**src/rtl/sbr_pkg.sv**
```systemverilog
package sbr_pkg;
    parameter int NREG = 8;
    parameter int DW   = 8;
    parameter int IW   = 8;
    localparam int SW  = $clog2(NREG);

    typedef logic [DW-1:0] data_t;
    typedef logic [SW-1:0] sel_t;
    typedef logic [NREG-1:0] lines_t;

    typedef enum logic [1:0] {
        PH_IDLE   = 2'd0,
        PH_SETTLE = 2'd1,
        PH_WRITE  = 2'd2
    } phase_t;

    typedef struct packed {
        sel_t src;
        sel_t dst;
        logic ext;
    } move_t;

    function automatic sel_t src_field(input logic [IW-1:0] w);
        return w[2*SW-1:SW];
    endfunction

    function automatic sel_t dst_field(input logic [IW-1:0] w);
        return w[SW-1:0];
    endfunction
endpackage

```
**src/rtl/sbr_decoder.sv**
```systemverilog
module sbr_decoder
    import sbr_pkg::*;
#(
    parameter int N = NREG,
    parameter bit ACTIVE_LOW = 1'b0
) (
    input  logic [$clog2(N)-1:0] sel,
    input  logic                 en,
    output logic [N-1:0]         lines
);
    for (genvar i = 0; i < N; i++) begin : g_line
        logic hit;
        assign hit = en && (sel == i[$clog2(N)-1:0]);
        if (ACTIVE_LOW) begin : g_low
            assign lines[i] = ~hit;
        end else begin : g_high
            assign lines[i] = hit;
        end
    end
endmodule

```
**src/rtl/sbr_sequencer.sv**
```systemverilog
module sbr_sequencer
    import sbr_pkg::*;
(
    input  logic            clk,
    input  logic            rst,
    input  logic            start,
    input  logic [IW-1:0]   instr,
    input  logic            ext_mode,
    output logic            busy,
    output logic            src_drive,
    output logic            write_go,
    output sel_t            src_sel,
    output sel_t            dst_sel,
    output logic            ext_q
);
    phase_t phase_q;
    move_t  mv_q;

    always_ff @(posedge clk) begin
        if (rst) begin
            phase_q <= PH_IDLE;
            mv_q    <= '0;
        end else begin
            unique case (phase_q)
                PH_IDLE: begin
                    if (start) begin
                        mv_q.src <= src_field(instr);
                        mv_q.dst <= dst_field(instr);
                        mv_q.ext <= ext_mode;
                        phase_q  <= PH_SETTLE;
                    end
                end
                PH_SETTLE: phase_q <= PH_WRITE;
                PH_WRITE:  phase_q <= PH_IDLE;
                default:   phase_q <= PH_IDLE;
            endcase
        end
    end

    always_comb begin
        busy      = (phase_q != PH_IDLE);
        src_drive = busy && !mv_q.ext;
        write_go  = (phase_q == PH_WRITE);
        src_sel   = mv_q.src;
        dst_sel   = mv_q.dst;
        ext_q     = mv_q.ext;
    end
endmodule

```
**src/rtl/sbr_bank.sv**
```systemverilog
module sbr_bank
    import sbr_pkg::*;
(
    input  logic              clk,
    input  logic              rst,
    input  lines_t            wr_stb,
    input  data_t             bus,
    output data_t             q [NREG]
);
    for (genvar i = 0; i < NREG; i++) begin : g_reg
        data_t r_q;
        always_ff @(posedge clk) begin
            if (rst)            r_q <= '0;
            else if (wr_stb[i]) r_q <= bus;
        end
        assign q[i] = r_q;
    end
endmodule

```
**src/rtl/sbr_busmux.sv**
```systemverilog
module sbr_busmux
    import sbr_pkg::*;
(
    input  lines_t  oe_n,
    input  data_t   q [NREG],
    input  data_t   ext_data,
    output data_t   bus
);
    data_t terms [NREG+1];

    assign terms[0] = (&oe_n) ? ext_data : '0;
    for (genvar i = 0; i < NREG; i++) begin : g_drv
        assign terms[i+1] = terms[i] | (oe_n[i] ? '0 : q[i]);
    end
    assign bus = terms[NREG];
endmodule

```
**src/rtl/shared_bus_regfile.sv**
```systemverilog
module shared_bus_regfile
    import sbr_pkg::*;
(
    input  logic            clk,
    input  logic            rst,
    input  logic            start,
    input  logic [IW-1:0]   instr,
    input  logic            ext_mode,
    input  logic [DW-1:0]   ext_data,
    output logic            busy,
    output logic [NREG-1:0] oe_n,
    output logic [NREG-1:0] wr_stb,
    output logic [DW-1:0]   bus_out
);
    logic  src_drive, write_go, ext_q;
    sel_t  src_sel, dst_sel;
    data_t q [NREG];
    data_t bus;

    sbr_sequencer u_seq (
        .clk(clk), .rst(rst), .start(start), .instr(instr),
        .ext_mode(ext_mode), .busy(busy), .src_drive(src_drive),
        .write_go(write_go), .src_sel(src_sel), .dst_sel(dst_sel),
        .ext_q(ext_q)
    );

    sbr_decoder #(.N(NREG), .ACTIVE_LOW(1'b1)) u_src_dec (
        .sel(src_sel), .en(src_drive), .lines(oe_n)
    );

    sbr_decoder #(.N(NREG), .ACTIVE_LOW(1'b0)) u_dst_dec (
        .sel(dst_sel), .en(write_go), .lines(wr_stb)
    );

    sbr_busmux u_mux (
        .oe_n(oe_n), .q(q), .ext_data(ext_data), .bus(bus)
    );

    sbr_bank u_bank (
        .clk(clk), .rst(rst), .wr_stb(wr_stb), .bus(bus), .q(q)
    );

    assign bus_out = bus;
endmodule

```
**config.mk**
```make
export PLATFORM = sky130hd
export DESIGN_NAME = shared_bus_regfile
export DESIGN_NICKNAME = d
export VERILOG_FILES = /design/src/rtl/sbr_pkg.sv /design/src/rtl/sbr_decoder.sv /design/src/rtl/sbr_sequencer.sv /design/src/rtl/sbr_bank.sv /design/src/rtl/sbr_busmux.sv /design/src/rtl/shared_bus_regfile.sv
export SDC_FILE = /design/constraint.sdc
export NUM_CORES = 1
export LEC_CHECK = 0
export BUFFER_PORTS_ARGS = -buffer_cell sky130_fd_sc_hd__buf_2
export CELL_PAD_IN_SITES_DETAIL_PLACEMENT = 1
export CELL_PAD_IN_SITES_GLOBAL_PLACEMENT = 1
export CORE_UTILIZATION = 45
export DETAILED_ROUTE_END_ITERATION = 7
export GPL_TIMING_DRIVEN = 0
export PLACE_DENSITY = 0.85
export SKIP_CTS_REPAIR_TIMING = 1
export SYNTH_ARGS = -nofsm -noshare
export SYNTH_HDL_FRONTEND = slang
export SYNTH_SLANG_ARGS = --single-unit
```
**constraint.sdc**
```tcl
create_clock -name clk -period 1.8 [get_ports clk]
set_input_delay 0.27 -clock clk [delete_from_list [all_inputs] [get_ports clk]]
set_output_delay 0.27 -clock clk [all_outputs]
set_load 0.01 [all_outputs]
```
Yosys cells after proc, flatten, opt, wreduce, memory -nomap -nowiden:

Cells that the tools add are included.

* register bits after elaboration: 73
* output and inout port bits: 25
* logic and storage cells: 80
* input bits: 20

* bitwise logic cells: 16
* equal/unequal tests: 17
* mux-type cells: 11
* reduce and logical (&&, ||, !) cells: 24

Operators with widths (number)
* $mux W8: 9
* $or A8 B8 Y8: 8
* $eq A3 B3 Y1 const B: 8
* $logic_and A1 B1 Y1: 17
* $eq A3 B2 Y1 const B: 4
* $not A1 Y1: 8
* $reduce_and A8 Y1: 1
* $eq A3 B1 Y1 const B: 2
* $logic_not A3 Y1: 2
* $pmux W2 S2: 1
* $eq A2 B1 Y1 const B: 1
* $eq A2 B2 Y1 const B: 1
* $logic_not A2 Y1: 1
* $mux W2: 1
* $ne A2 B2 Y1 const B: 1
* $reduce_and A2 Y1: 1
* $reduce_bool A2 Y1: 1
* $logic_not A1 Y1: 1

Longest topological paths before layout:

* depth in word-level cells: 14
* mapped depth: 7
* gate-level depth less buffers: 4

Cells and area by module:

Synthesis repeated with hierarchy kept, for this count alone.

* cells, all modules: 381
* area total of the unflattened synthesis: 3614.7 um2

Modules (own cells, without submodules)
* sbr_bank: seq. area each 1281.2 um2, instances 1, cells an instance 215, area an instance 2371.0 um2
* sbr_busmux: seq. area each 0.0 um2, instances 1, cells an instance 104, area an instance 610.6 um2
* sbr_sequencer: seq. area each 180.2 um2, instances 1, cells an instance 38, area an instance 400.4 um2
* sbr_decoder at u_dst_dec: seq. area each 0.0 um2, instances 1, cells an instance 16, area an instance 156.4 um2
* sbr_decoder at u_src_dec: seq. area each 0.0 um2, instances 1, cells an instance 8, area an instance 76.3 um2

Worst setup path before layout:

No wires, ideal clock.

* kind: flip-flop to output port
* from: reg u_seq.phase_q[0]
* to: out bus_out[1]
* required time: 1530 ps
* slack: 30 ps
* path buffers: 2
* cell stages (with the launch flop): 7
* arrival: 1500 ps
* cell sequence: dfxtp_1 -> buf_6 -> nor2_1 -> or2_1 -> buf_4 -> a221oi_2 -> nand2_1

* cells in the longest elaborated chain, start to end: 14
* elaborated cells on any way between the ends: 36
* classes of those cells: mux (9); bitwise (16); reduce/logical (11)

Ends and longest elaborated chain
* start: declaration: RTL line sbr_sequencer.sv:16 `phase_t phase_q;`
* start signal: assignment: RTL line sbr_sequencer.sv:21 `phase_q <= PH_IDLE;`
* start signal: assignment: RTL line sbr_sequencer.sv:30 `phase_q <= PH_SETTLE;`
* start signal: assignment: RTL line sbr_sequencer.sv:33 `PH_SETTLE: phase_q <= PH_WRITE;`
* $reduce_bool A2 Y1 *: RTL line sbr_sequencer.sv:41 `busy = (phase_q != PH_IDLE);`
* $logic_and A1 B1 Y1 *: RTL line sbr_sequencer.sv:42 `src_drive = busy && !mv_q.ext;`
* $logic_and A1 B1 Y1: RTL line sbr_decoder.sv:13 `assign hit = en && (sel == i[$clog2(N)-1:0]);`
* $not A1 Y1: RTL line sbr_decoder.sv:15 `assign lines[i] = ~hit;`
* $reduce_and A8 Y1: RTL line sbr_busmux.sv:11 `assign terms[0] = (&oe_n) ? ext_data : '0;`
* $mux W8: RTL line sbr_busmux.sv:11
* $or A8 B8 Y8 (7 in series): RTL line sbr_busmux.sv:13 `assign terms[i+1] = terms[i] | (oe_n[i] ? '0 : q[i]);`
* $or A8 B8 Y8 *: RTL line sbr_busmux.sv:13
* end: declaration: RTL line shared_bus_regfile.sv:13 `output logic [DW-1:0] bus_out`

Mark *: on every way between the ends. The rest lies on a longest branch, timed or not.

Final worst setup path:

Same ends and word-level chain as after synthesis.

==> summary.md <==
| Metric | Value |
|---|---|
| Max_cap viols | `0` |
| Clk slew on worst S/H paths | `around 80 ps` |
| Routability cong. | `~0.84` |
| DR WL/cell | `just over 30 um` |
| Min Tclk post-route | `about 2400 ps` |
| DRC errors left | `0` |
| Final worst slack | `-619 ps` |
| First-pass GRT wire length | `18.6 mm` |
| CTS tree | `done` |
| Synth area leaders | `dfxtp_1 (40%), a311oi_1 (15%), a221oi_4 (7.2%)` |
| Number of CTS-inserted buffers | `9` |
| Core area | `between 7000 and 8000 um2` |
| Switching Fraction | `between 20% and 30%` |
| Gr ovfl total | `0` |
| Status | `complete, but fails checks` |
| CP dominant cell by count | `buf_6` |
| Clock net sink count | `73` |
| DR iter-0 viols | `around 330` |
| I/O pin cnt | `45` |
| Depth of the CTS H-tree | `3` |
| Placed cell areas | `3990 um2` |
| Cell Count, Final, Fillers Out | `around 640` |
| Flop pwr share | `between 40% and 50%` |
| Startpoint Class | `register` |
| Largest net degree at the start of global routing | `12` |
| Rows | `32` |
| DR vias | `4239` |
| Initial antenna violation count | `0` |
| Ys async rst share | `0%` |
| Cell with the most instances after synthesis | `dfxtp_1` |
| Pwr dens | `around 670 nW/um2` |
| Synth top cells by count | `dfxtp_1 (73), nor2_1 (65), a311oi_1 (62)` |
| Die area | `approximately 8500 um2` |
| I/O Buffers | `just over 40` |
| Top_reg_cell synth | `dfxtp_1` |
| First-pass DRT Iterations | `4` |
| Slew Viols, Final | `0` |
| Total wire length | `a little under 20 mm` |
| Worst Hold Class | `input pin to register` |
| Final hold vios | `0` |
| Finish-stage setup viols | `between 90 and 100` |
| Fmax | `between 0.4 and 0.5 GHz` |
| CP Capture Type | `output port` |
| Arrival time of the worst setup path | `2150 ps` |
| N_diodes | `0` |
| Rel. slew slack | `roughly 41%` |
| Switching Power | `0.00110 W` |
| Worst path slowest cell | `a221oi_4` |
| Synth area leader | `dfxtp_1` |
| Critical path's top delay family | `compound AO/OA/AOI/OAI gates` |
| Synthesized Nets | `about 390` |
| Vias per cell | `roughly 6.7` |
| Failing checks | `setup timing` |
| CP Cell Sequence | `buf_6 -> o21ai_4 -> nor3_1 -> buf_6 -> a221oi_4 -> nand2_1 -> buf_2` |
| Required @ worst endpoint | `between 1500 and 2000 ps` |
| Vias in the first global route | `3451` |
| Clock latency on the worst-skew pair | `roughly 370 ps` |
| Synth cell types | `38` |
| Post-synth top area share | `~40%` |
| Tcrit/Tclk final | `134%` |
| Critical Path Max Stage Delay | `between 400 and 500 ps` |
| Initial core utilization | `46.8%` |
| Final instance area | `between 5000 and 6000 um2` |
| Combinational share of power | `about 18%` |
| Clock Root Buffer | `clkbuf_8` |
| Syn Inst Count | `368` |
| Crit Path Class | `register to output port` |
| Post-route ant nets | `0` |
| Worst slew pin tran | `890 ps` |
| Layout cells sized above 1 | `55.0%` |
| EDFF count, synth | `0` |
| Cell Area, Synth | `between 3000 and 4000 um2` |
| Total GRT Usage | `29.2%` |
| Register area share after synthesis | `between 30% and 40%` |
| Max FO, Critical Path | `10` |
| Share of total power in the clock network | `a little under two fifths` |
| Die span in x | `between 90 and 100 um` |
| Die Y-Extent | `a little over 90 um` |
| Dpl hpwl | `8.05 mm` |
| Syn Area/Cell | `slightly below 10 um2` |
| Placed Cells | `511` |
| Internal | `roughly 0.0027 W` |
| Max Root-Sink Buffers | `2` |
| YS warnings | `0` |
| Worst hold margin | `~160 ps` |
| Synth-to-layout area growth | `55.4%` |
| Synthesis-stage register bit count | `between 70 and 80` |
| # nets final | `between 500 and 600` |
| Leak | `about 2.1 nW` |
| CP Buf/Inv Count | `3` |
| Layout Skew | `about 13 ps` |
| RSZ-0062 raised after global routing | `true` |
| VDD IR max | `about 0.00081 V` |
==> stage by stage <==
step                setup TNS (ps)  power (W)  setup slack (ps)  util [%]
finish                      -19040    0.00381              -619      72.8
global route                -21810    0.00389              -662      72.8
CTS                         -27370    0.00348              -947      53.8
detailed placement          -17790    0.00210              -537      51.1
global placement            -13500    0.00208              -489      51.1
floorplan                        0    0.00196              30.5         -
==> power by group through the flow <==
stage / Combinational [W] / Clock, W / Sequential, W
after floorplan: 0.000270 / 0 / 0.00169
after global placement: 0.000384 / 0 / 0.00170
after detailed placement: 0.000398 / 0 / 0.00170
after CTS: 0.000399 / 0.00142 / 0.00166
after global routing: 0.000693 / 0.00152 / 0.00167
final: 0.000679 / 0.00145 / 0.00167
==> worst paths after layout <==
| path | start | to | slack (ps) | cells after the start |
|---|---|---|---|---|
| max | u_seq.phase_q[0]$_SDFFE_PP0P_ | bus_out[1] | -620 | 7 |
| min reg2reg | u_bank.g_reg[5].r_q[1]$_SDFFE_PP0P_ | u_bank.g_reg[5].r_q[1]$_SDFFE_PP0P_ | 540 | 2 |
| min | instr[3] | u_seq.src_sel[0]$_SDFFE_PP0P_ | 160 | 3 |
| max reg2reg | u_seq.src_sel[2]$_SDFFE_PP0P_ | u_bank.g_reg[2].r_q[1]$_SDFFE_PP0P_ | -330 | 6 |
==> final cells by class <==
| class | count | area, um2 |
|---|---|---|
| Multi-Input combinational cell | 249 | 2270 |
| Fill cell | 797 | 2130 |
| Sequential cell | 73 | 1480 |
| Timing Repair Buffer | 150 | 1190 |
| Buffer | 39 | 365 |
| Clock buffer | 13 | 179 |
| Tap cell | 102 | 128 |
| Clock inverter | 2 | 35.0 |
| Inverter | 7 | 26.3 |
==> layout by cell type, fill, tap and decap left out, types with 6 or more instances in the layout <==
cell type / instances
clkbuf_8: 13
a311oi_2: 29
a311oi_1: 35
nor2_1: 65
dfxtp_1: 65
nand2_1: 24
mux2_2: 8
buf_6: 50
a221oi_4: 13
a21oi_1: 8
buf_4: 90
mux2i_1: 14
inv_1: 6
clkbuf_1: 9
buf_2: 32
==> state kept, by name, indices dropped and copies added (netlist names) <==
| name | cells |
|---|---|
| u_seq.dst_sel | 3 |
| u_bank.g.r_q | 64 |
| u_seq.ext_q | 1 |
| u_seq.src_sel | 3 |
| u_seq.phase_q | 2 |
==> per-layer routing <==
layer / routed length (um) / up-vias / GRT usage (%)
met5: 0 / - / 0
met1: 7800 / 2153 / 34.6
met3: 1510 / 83 / 4.56
met4: 967 / 0 / 16.1
met2: 9320 / 286 / 50.4
li1: - / 1717 / -
==> logic make-up (layout without fill, tap and decap cells) <==
kind of cell | count (synthesis) | count (layout) | synth area share, %
mux | 24 | 24 | 6.85
buf+inv | 47 | 211 | 7.74
compound gates | 93 | 94 | 27.7
simple gates | 131 | 131 | 17.7
flops | 73 | 73 | 40.0
==> tightest hold or removal path, delay by kind of cell <==
family | cells | cell delay (ps)
AO/OA/AOI/OAI | 1 | 60
buffers and inverters | 1 | 100
AND/OR/NAND/NOR | 1 | 50
Power figures use the tool's default switching activity.
